$ cat src/rtl/pcm_lock_pkg.sv
package pcm_lock_pkg;

    typedef enum logic [1:0] {
        ENC_LINEAR = 2'd0,
        ENC_ALAW   = 2'd1,
        ENC_MULAW  = 2'd2,
        ENC_RSVD   = 2'd3
    } enc_e;

    typedef struct packed {
        logic       port;
        logic       use_sync;
        logic [6:0] mult;
        logic       err;
    } ref_sel_t;

    function automatic logic [15:0] idle_code(input logic [1:0] e);
        case (e)
            ENC_ALAW:  idle_code = 16'h00D5;
            ENC_MULAW: idle_code = 16'h00FF;
            default:   idle_code = 16'h0000;
        endcase
    endfunction

endpackage

$ cat src/rtl/pcm_ref_decode.sv
module pcm_ref_decode
    import pcm_lock_pkg::*;
(
    input  logic [3:0] code,
    input  logic [1:0] fmt_alt,
    output ref_sel_t   sel
);
    always_comb begin
        sel = '0;
        if (!code[3]) begin
            sel.port = code[2];
            case (code[1:0])
                2'd0: begin sel.use_sync = 1'b1; sel.mult = 7'd1; end
                2'd1: sel.mult = 7'd16;
                2'd2: sel.mult = 7'd32;
                default: sel.mult = 7'd64;
            endcase
            if (code[1:0] == 2'd1 && fmt_alt[code[2]]) begin
                sel.err  = 1'b1;
                sel.mult = 7'd0;
            end
        end else if (code[1:0] == 2'd3) begin
            sel.port = code[2];
            sel.mult = 7'd48;
        end else begin
            sel.err = 1'b1;
        end
    end
endmodule

$ cat src/rtl/pcm_lock_timer.sv
module pcm_lock_timer #(
    parameter int TICKS_SYNC = 260,
    parameter int TICKS_BCK  = 40
) (
    input  logic       clk,
    input  logic       rst_n,
    input  logic       pwr_en,
    input  logic       ms_tick,
    input  logic [3:0] code,
    input  logic       long_wait,
    input  logic       mode_err,
    output logic       lock_done
);
    localparam int TMAX  = (TICKS_SYNC > TICKS_BCK) ? TICKS_SYNC : TICKS_BCK;
    localparam int CNT_W = $clog2(TMAX + 1);

    typedef struct packed {
        logic [CNT_W-1:0] cnt;
        logic             done;
        logic             pwr;
        logic [3:0]       code;
    } tmr_t;

    tmr_t st_d, st_q;
    logic restart;

    always_comb begin
        st_d      = st_q;
        st_d.pwr  = pwr_en;
        st_d.code = code;
        restart   = pwr_en && (!st_q.pwr || code != st_q.code);
        if (!pwr_en) begin
            st_d.cnt  = '0;
            st_d.done = 1'b0;
        end else if (restart) begin
            st_d.cnt  = long_wait ? CNT_W'(TICKS_SYNC) : CNT_W'(TICKS_BCK);
            st_d.done = 1'b0;
        end else begin
            if (ms_tick && st_q.cnt != '0) begin
                st_d.cnt = st_q.cnt - 1'b1;
            end
            st_d.done = (st_q.done || st_q.cnt == '0) && !mode_err;
        end
    end

    always_ff @(posedge clk or negedge rst_n) begin
        if (!rst_n) begin
            st_q <= '0;
        end else begin
            st_q <= st_d;
        end
    end

    assign lock_done = st_q.done;

    p_cnt_bound_r6: assert property (@(posedge clk) disable iff (!rst_n)
        st_q.cnt <= CNT_W'(TMAX));
    p_rise_reload_r6: assert property (@(posedge clk) disable iff (!rst_n)
        (pwr_en && !st_q.pwr) |=> (!st_q.done && st_q.cnt != '0));
    p_off_clears_r5: assert property (@(posedge clk) disable iff (!rst_n)
        !pwr_en |=> !st_q.done);
    p_err_blocks_r11: assert property (@(posedge clk) disable iff (!rst_n)
        mode_err |=> !st_q.done);
endmodule

$ cat src/rtl/pcm_port_out.sv
module pcm_port_out
    import pcm_lock_pkg::*;
#(
    parameter int DATA_W = 16
) (
    input  logic              clk,
    input  logic              rst_n,
    input  logic              pwr_en,
    input  logic              settled,
    input  logic              is_master,
    input  logic              is_i2s,
    input  logic [1:0]        enc,
    input  logic [DATA_W-1:0] word_in,
    input  logic              gen_sync,
    input  logic              gen_bck,
    output logic [DATA_W-1:0] word_out,
    output logic              sync_o,
    output logic              sync_oe,
    output logic              bck_o,
    output logic              bck_oe
);
    logic waiting;
    assign waiting = pwr_en && !settled;

    always_comb begin
        word_out = '0;
        sync_o   = 1'b0;
        sync_oe  = 1'b0;
        bck_o    = 1'b0;
        bck_oe   = 1'b0;
        if (pwr_en) begin
            word_out = waiting ? DATA_W'(idle_code(enc)) : word_in;
            if (is_master) begin
                sync_oe = 1'b1;
                bck_oe  = 1'b1;
                sync_o  = waiting ? is_i2s : gen_sync;
                bck_o   = waiting ? 1'b0 : gen_bck;
            end
        end
    end

    p_slave_quiet_r8: assert property (@(posedge clk) disable iff (!rst_n)
        !is_master |-> (!sync_oe && !bck_oe));
    p_wait_bck_low_r8: assert property (@(posedge clk) disable iff (!rst_n)
        (waiting && is_master) |-> (bck_oe && !bck_o));
    p_off_word_zero_r5: assert property (@(posedge clk) disable iff (!rst_n)
        !pwr_en |-> (word_out == '0));
endmodule

$ cat src/rtl/pcm_lock_seq.sv
module pcm_lock_seq
    import pcm_lock_pkg::*;
#(
    parameter int DATA_W     = 16,
    parameter int NPORT      = 2,
    parameter int TICKS_SYNC = 260,
    parameter int TICKS_BCK  = 40
) (
    input  logic                         clk,
    input  logic                         rst_n,
    input  logic                         pwr_en,
    input  logic                         ms_tick,
    input  logic [3:0]                   ref_code,
    input  logic                         bck_rate_sel,
    input  logic [NPORT-1:0]             master,
    input  logic [NPORT-1:0]             fmt_alt,
    input  logic [NPORT-1:0]             i2s,
    input  logic [NPORT-1:0][1:0]        enc,
    input  logic [NPORT-1:0][DATA_W-1:0] word_in,
    input  logic [NPORT-1:0]             gen_sync,
    input  logic [NPORT-1:0]             gen_bck,
    output logic [NPORT-1:0][DATA_W-1:0] word_out,
    output logic [NPORT-1:0]             sync_o,
    output logic [NPORT-1:0]             sync_oe,
    output logic [NPORT-1:0]             bck_o,
    output logic [NPORT-1:0]             bck_oe,
    output logic                         lock_done,
    output logic                         mode_err,
    output logic                         cfg_err,
    output logic                         ref_port,
    output logic                         ref_use_sync,
    output logic [6:0]                   ref_mult,
    output logic [5:0]                   bck_out_fs
);
    localparam logic [5:0] FS_SLOW = 6'd16;
    localparam logic [5:0] FS_FAST = 6'd32;

    ref_sel_t sel;
    logic     rate_d, rate_q;

    pcm_ref_decode u_decode (
        .code    (ref_code),
        .fmt_alt (fmt_alt),
        .sel     (sel)
    );

    pcm_lock_timer #(
        .TICKS_SYNC (TICKS_SYNC),
        .TICKS_BCK  (TICKS_BCK)
    ) u_timer (
        .clk       (clk),
        .rst_n     (rst_n),
        .pwr_en    (pwr_en),
        .ms_tick   (ms_tick),
        .code      (ref_code),
        .long_wait (sel.use_sync),
        .mode_err  (sel.err),
        .lock_done (lock_done)
    );

    for (genvar p = 0; p < NPORT; p++) begin : g_port
        pcm_port_out #(.DATA_W(DATA_W)) u_port (
            .clk       (clk),
            .rst_n     (rst_n),
            .pwr_en    (pwr_en),
            .settled   (lock_done),
            .is_master (master[p]),
            .is_i2s    (i2s[p]),
            .enc       (enc[p]),
            .word_in   (word_in[p]),
            .gen_sync  (gen_sync[p]),
            .gen_bck   (gen_bck[p]),
            .word_out  (word_out[p]),
            .sync_o    (sync_o[p]),
            .sync_oe   (sync_oe[p]),
            .bck_o     (bck_o[p]),
            .bck_oe    (bck_oe[p])
        );
    end

    always_comb begin
        rate_d = bck_rate_sel;
    end

    always_ff @(posedge clk or negedge rst_n) begin
        if (!rst_n) begin
            rate_q <= 1'b0;
        end else begin
            rate_q <= rate_d;
        end
    end

    assign bck_out_fs   = rate_q ? FS_FAST : FS_SLOW;
    assign cfg_err      = (master == '0) || (master == '1);
    assign mode_err     = sel.err;
    assign ref_port     = sel.port;
    assign ref_use_sync = sel.use_sync;
    assign ref_mult     = sel.mult;

    p_single_driver_r4: assert property (@(posedge clk) disable iff (!rst_n)
        !cfg_err |-> ($countones(bck_oe) <= 1));
    p_rate_follows_r10: assert property (@(posedge clk) disable iff (!rst_n)
        bck_rate_sel |=> (bck_out_fs == FS_FAST));
    p_off_released_r5: assert property (@(posedge clk) disable iff (!rst_n)
        !pwr_en |-> (sync_oe == '0 && bck_oe == '0));
    p_pass_after_lock_r9: assert property (@(posedge clk) disable iff (!rst_n)
        (pwr_en && lock_done) |-> (word_out == word_in));
endmodule

$ cat config.mk
export PLATFORM = sky130hd
export DESIGN_NAME = pcm_lock_seq
export DESIGN_NICKNAME = d
export VERILOG_FILES = /design/src/rtl/pcm_lock_pkg.sv /design/src/rtl/pcm_ref_decode.sv /design/src/rtl/pcm_lock_timer.sv /design/src/rtl/pcm_port_out.sv /design/src/rtl/pcm_lock_seq.sv
export SDC_FILE = /design/constraint.sdc
export NUM_CORES = 1
export LEC_CHECK = 0
export ABC_AREA = 1
export CAP_MARGIN = 20
export CORE_MARGIN = 10
export CORE_UTILIZATION = 35
export CTS_BUF_LIST = sky130_fd_sc_hd__clkbuf_16
export CTS_CLUSTER_SIZE = 10
export DETAILED_ROUTE_END_ITERATION = 6
export GPL_TIMING_DRIVEN = 0
export PLACE_DENSITY = 0.82
export SLEW_MARGIN = 20
export SYNTH_ARGS = -nofsm -noshare
export SYNTH_HDL_FRONTEND = slang
export SYNTH_HIERARCHICAL = 1
export SYNTH_SLANG_ARGS = --single-unit
$ cat constraint.sdc
create_clock -name clk -period 2 [get_ports clk]
set_clock_uncertainty 0.2 [all_clocks]
set_input_delay 0.6 -clock clk [delete_from_list [all_inputs] [get_ports clk]]
set_output_delay 0.6 -clock clk [all_outputs]
set_load 0.01 [all_outputs]
After elaboration in Yosys (flattened, before gate mapping)
Index checks and enable logic that the tools add are counted.
{ "word_totals": {"output_inout_bits": 58, "inputBits": 55, "register_bits": 16, "word_cells": 70} }
{ "op_classes": {"mux": 38, "magnitude_cmp": 1, "reduce_logical": 15, "add_sub_neg": 1, "n_eq_ne": 10} }
{ "op_table": {"columns": ["operator", "count"], "rows": [
  ["two-way mux 16 bit", 4],
  ["one-hot mux 8 bit (2 select lines)", 2],
  ["two-way mux 1 bit", 23],
  ["one-hot mux 7 bit (3 select lines)", 1],
  ["two-way mux 10 bit", 2],
  ["two-way mux 9 bit", 2],
  ["two-way mux 8 bit", 2],
  ["two-way mux 6 bit", 2],
  ["== test 2 bit, second input constant", 5],
  ["logical NOT 9 bit", 1],
  ["nonzero test 9 bit", 1],
  ["subtractor 9 x 1 -> 9 bit, second input constant", 1],
  ["== test 2 x 1 -> 1 bit, second input constant", 3],
  ["logical AND 1 bit", 5],
  ["logical NOT 2 bit", 2],
  ["inequality test 4 bit", 1],
  ["logical NOT 1 bit", 3],
  ["logical OR 1 bit", 3],
  ["inequality test 3 x 1 -> 1 bit, second input constant", 1],
  ["less-than comparator 1 x 2 -> 1 bit, second input constant", 1]
]} }

Longest topological paths before layout
{ "logic_depth": {"word_depth": 9, "ltp_mapped": 10} }

Modules after synthesis
Netlist, hierarchy kept.
{ "modules_own_cells": {"columns": ["mod", "cells_per_inst", "area_each_um2", "n_inst"], "rows": [
  ["pcm_lock_timer", 125, 905.9, 1],
  ["pcm_port_out", 50, 209.0, 2],
  ["pcm_ref_decode", 24, 116.4, 1],
  ["pcm_lock_seq", 13, 88.8, 1]
]} }

Least setup slack after synthesis
No wires, ideal clock.
{ "synth_timing": {"kind": "input port to output port", "start": "in enc[0] (netlist name)", "end": "out word_out[0] (netlist name)", "setup_slack_ns": -0.008, "t_required_ns": 1.200, "path_buffers": 0, "arrival_ns": 1.208, "stages": 5, "path_cell_list": "inv_1 -> ha_1 -> nand2_2 -> nand2_2 -> nor2_1"} }
{ "synth_lines": {"columns": ["element", "line_no", "text"], "rows": [
  ["start, declared", "pcm_lock_seq.sv:18", "input logic [NPORT-1:0][1:0] enc,"],
  ["end, declared", "pcm_lock_seq.sv:22", "output logic [NPORT-1:0][DATA_W-1:0] word_out,"]
]} }

==> summary.txt <==
Critical path
  • Crit path kind: in -> out
  • Crit path cell chain: buf_6 -> ha_4 -> nand2_4 -> nand2_4 -> nor2_2 -> buf_2
  • Worst Path Arrival: between 1 and 1.5 ns
  • Critical-path top delay cell: ha_4
  • Req. time, crit path: roughly 1.2 ns
  • Most used cell, CP: nand2_4
  • Crit-path max cell delay: 0.23 ns
  • Startpoint types: input pin
  • Worst Path Max Fanout: 5
  • Reg2reg path depth: 9
  • Worst setup EP type: output pin

Clock tree
  • CTS Buffer Depth: 2
  • CTS tree: yes
  • Clock sinks: 16
  • Clock Latency Late Sink: 0.24 ns
  • Clock-pin slew on the worst setup and hold paths: 0.05 ns
  • CTS Hold Bufs: 0
  • TritonCTS buffer count: 3
  • Clk Tree Root Cell: clkbuf_16
  • Htree depth: 1

Timing
  • Peak Freq: between 400 and 500 MHz
  • Unrepaired setup endpoints after global routing: yes
  • Setup TNS: -1.43 ns
  • Final Worst Setup Slack: -0.0983 ns
  • Final setup viols: 36
  • Tmin final: 2.10 ns
  • Slew HR: between 50% and 60%
  • Final Hold Fails: 0
  • Slew @ Worst Pin: 0.723 ns
  • Tcrit/Tclk final: 105%
  • Slew Viols, Final: 0

Yosys
  • Sequential element share of the synthesized area: a little over a quarter
  • Ys Warns: 6
  • Async SR Flop Fraction: 100%
  • FF+latch count, synth: 16
  • Synth top area share: between 20% and 30%
  • Number of flops mapped to enable cells by yosys: 0
  • Synth Cell Area: 0.00153 mm²
  • Top-count cell post-synth: nor2_1
  • Syn avg cell area: 5.84 µm²
  • Syn Inst Count: 262
  • Most frequent cells after synthesis: nor2_1 (69), nand2_1 (64), inv_1 (45)
  • Area leader, netlist: dfrtp_1
  • Library cells used by synthesis: 22
  • Synth Flop Type: dfrtp_1
  • Largest cells by area after synthesis: dfrtp_1 (26%), nor2_1 (17%), nand2_1 (16%), inv_1 (11%), buf_4 (5.9%)

Status
  • Status: finished, violations left
  • Violated checks: negative setup slack

Routing
  • DR iter-0 viols: 79
  • Final Routed Wirelength: 6480 µm
  • DR WL/cell: 14.7 µm
  • DRT Pass-1 Iters: 4
  • Via count: 1980
  • Number of nets with antenna violations after routing: 0
  • Vias per inst: 4.49
  • Residual DRC: 0

Pwr
  • VDD IR max: 375 µV
  • Pleak: around 1.7 nW
  • Pwr/cell area: 407 mW/mm²

Layout
  • Final layout net count: 450
  • Non-filler instance count after layout: 441
  • Final core utilization: 68.1%
  • Share of cells above drive strength 1: 36.1%
  • Antenna diode count: 0
  • Area grow syn2layout: 83.4%

Floorplanning
  • Io pins: 113
  • Die Wd: 86.1 µm
  • Die Area: 0.00741 mm²
  • Std-Cell Core Area: 0.00412 mm²
  • Starting density of the core: between 30% and 40%
  • Chip height: 86.1 µm
  • Site row count: 23

Placement
  • Final HPWL DP: around 5000 µm
  • IO Port Bufs: about 110
  • GPL Wtd Cong: 0.867
  • Placed Cells: approximately 420

Global routing
  • Initial antenna violation count: 0
  • Largest net degree at the start of global routing: 17
  • First-pass GRT wire length: 9770 µm
  • GRT Total Usage: between 10% and 20%
  • Vias in the first global route: 1881
  • Grt total ovfl: 0

Worst hold path
  • Hold crit path type: in -> reg
  • Hold depth: 1

Run
  • Max_cap viols: 0
critical path: cells and delay by family:
family | cells | cell delay (ns)
adder cells (fa/ha/maj) | 1 | 0.23
AND/OR/NAND/NOR | 3 | 0.23
buffers and inverters | 2 | 0.24
layout by cell type (no fill, tap or decap), drive strengths merged:
master	Yosys	routed
inv	49	49
xnor2	1	1
nor3	4	4
buf	12	82
nor2	72	72
ha	3	3
nand4	2	2
clkdlybuf4s50	0	3
a21oi	5	5
o21ai	4	4
conb	2	7
dfrtp	16	16
nand2	74	75
xor2	2	2
clkinv	1	3
clkdlybuf4s15	0	1
nand3	15	15
clkbuf	0	6
dlygate4sd2	0	41
state kept, by name, summed over array words and instances (netlist names):
name,count
u_timer/st_q,14
rate_q,1
u_timer/lock_done,1
timing repair:
| action | 4_1_cts | 5_1_grt |
|---|---|---|
| hold endpoints to repair | 0 | 0 |
| endpoints found under the setup margin | 61 | 43 |
| pin swaps | 53 | 18 |
| resized for setup | 310 | 48 |
| gates cloned | 0 | 2 |
| setup buffers | 10 | 3 |
cell families (layout without fill, tap and decap cells):
kind of cell,after synthesis,after routing,synth area share (%)
compound gates,9,9,2.95
simple gates,167,168,47.7
other cells,2,7,0.491
flops,16,16,26.2
xor+xnor,3,3,1.72
buf+inv,62,185,18.5
fa+ha+maj,3,3,2.46
stage by stage:
stage                     area, µm²  setup slack [ns]  total power, mW  hold WS [ns]
after global placement         2660             -1.13            0.755         0.301
final                          2800           -0.0983             1.14         0.279
after CTS                      2650           -0.0912             1.13         0.319
after floorplan                1550          -0.00791            0.534         0.104
after global routing           2800            -0.153             1.21         0.274
after detailed placement       2660             -1.17            0.763         0.306
metal layers:
layer / GRT usage [%] / wire length (µm) / vias up
met4: 3.14 / 24 / 0
met5: 0 / 0 / -
met2: 29.0 / 3320 / 82
met3: 3.22 / 608 / 4
li1: - / - / 1026
met1: 18.5 / 2530 / 868
layout make-up:
| class | count | area [µm²] |
|---|---|---|
| buffer | 12 | 93.8 |
| clock buffer | 3 | 75.1 |
| clock inverter | 1 | 3.75 |
| fill | 376 | 1310 |
| inverter | 50 | 210 |
| multi-input combinational | 190 | 1040 |
| sequential | 16 | 402 |
| tap | 50 | 62.6 |
| timing repair buffer | 118 | 912 |
| timing repair inverter | 1 | 8.76 |
power by group:
part	internal [mW]	leakage, nW	switching, mW
Sequential	0.339	0.201	0.0132
Clock	0.265	0.0385	0.120
Combinational	0.193	1.42	0.210
Total	0.797	1.66	0.344
final timing paths:
check / start / end / slack (ns)
setup / recovery: enc[3] / word_out[22] / -0.1
hold / removal: ref_code[2] / u_timer/st_q[2] / 0.28
max in group asynchronous: rst_n / u_timer/lock_done / 0.51
min in group asynchronous: rst_n / u_timer/st_q[13] / 0.59
setup reg to reg: u_timer/st_q[6] / u_timer/st_q[14] / 0.27
hold reg to reg: u_timer/st_q[14] / u_timer/st_q[14] / 0.32
No activity file was read; power rests on OpenSTA's default activity.
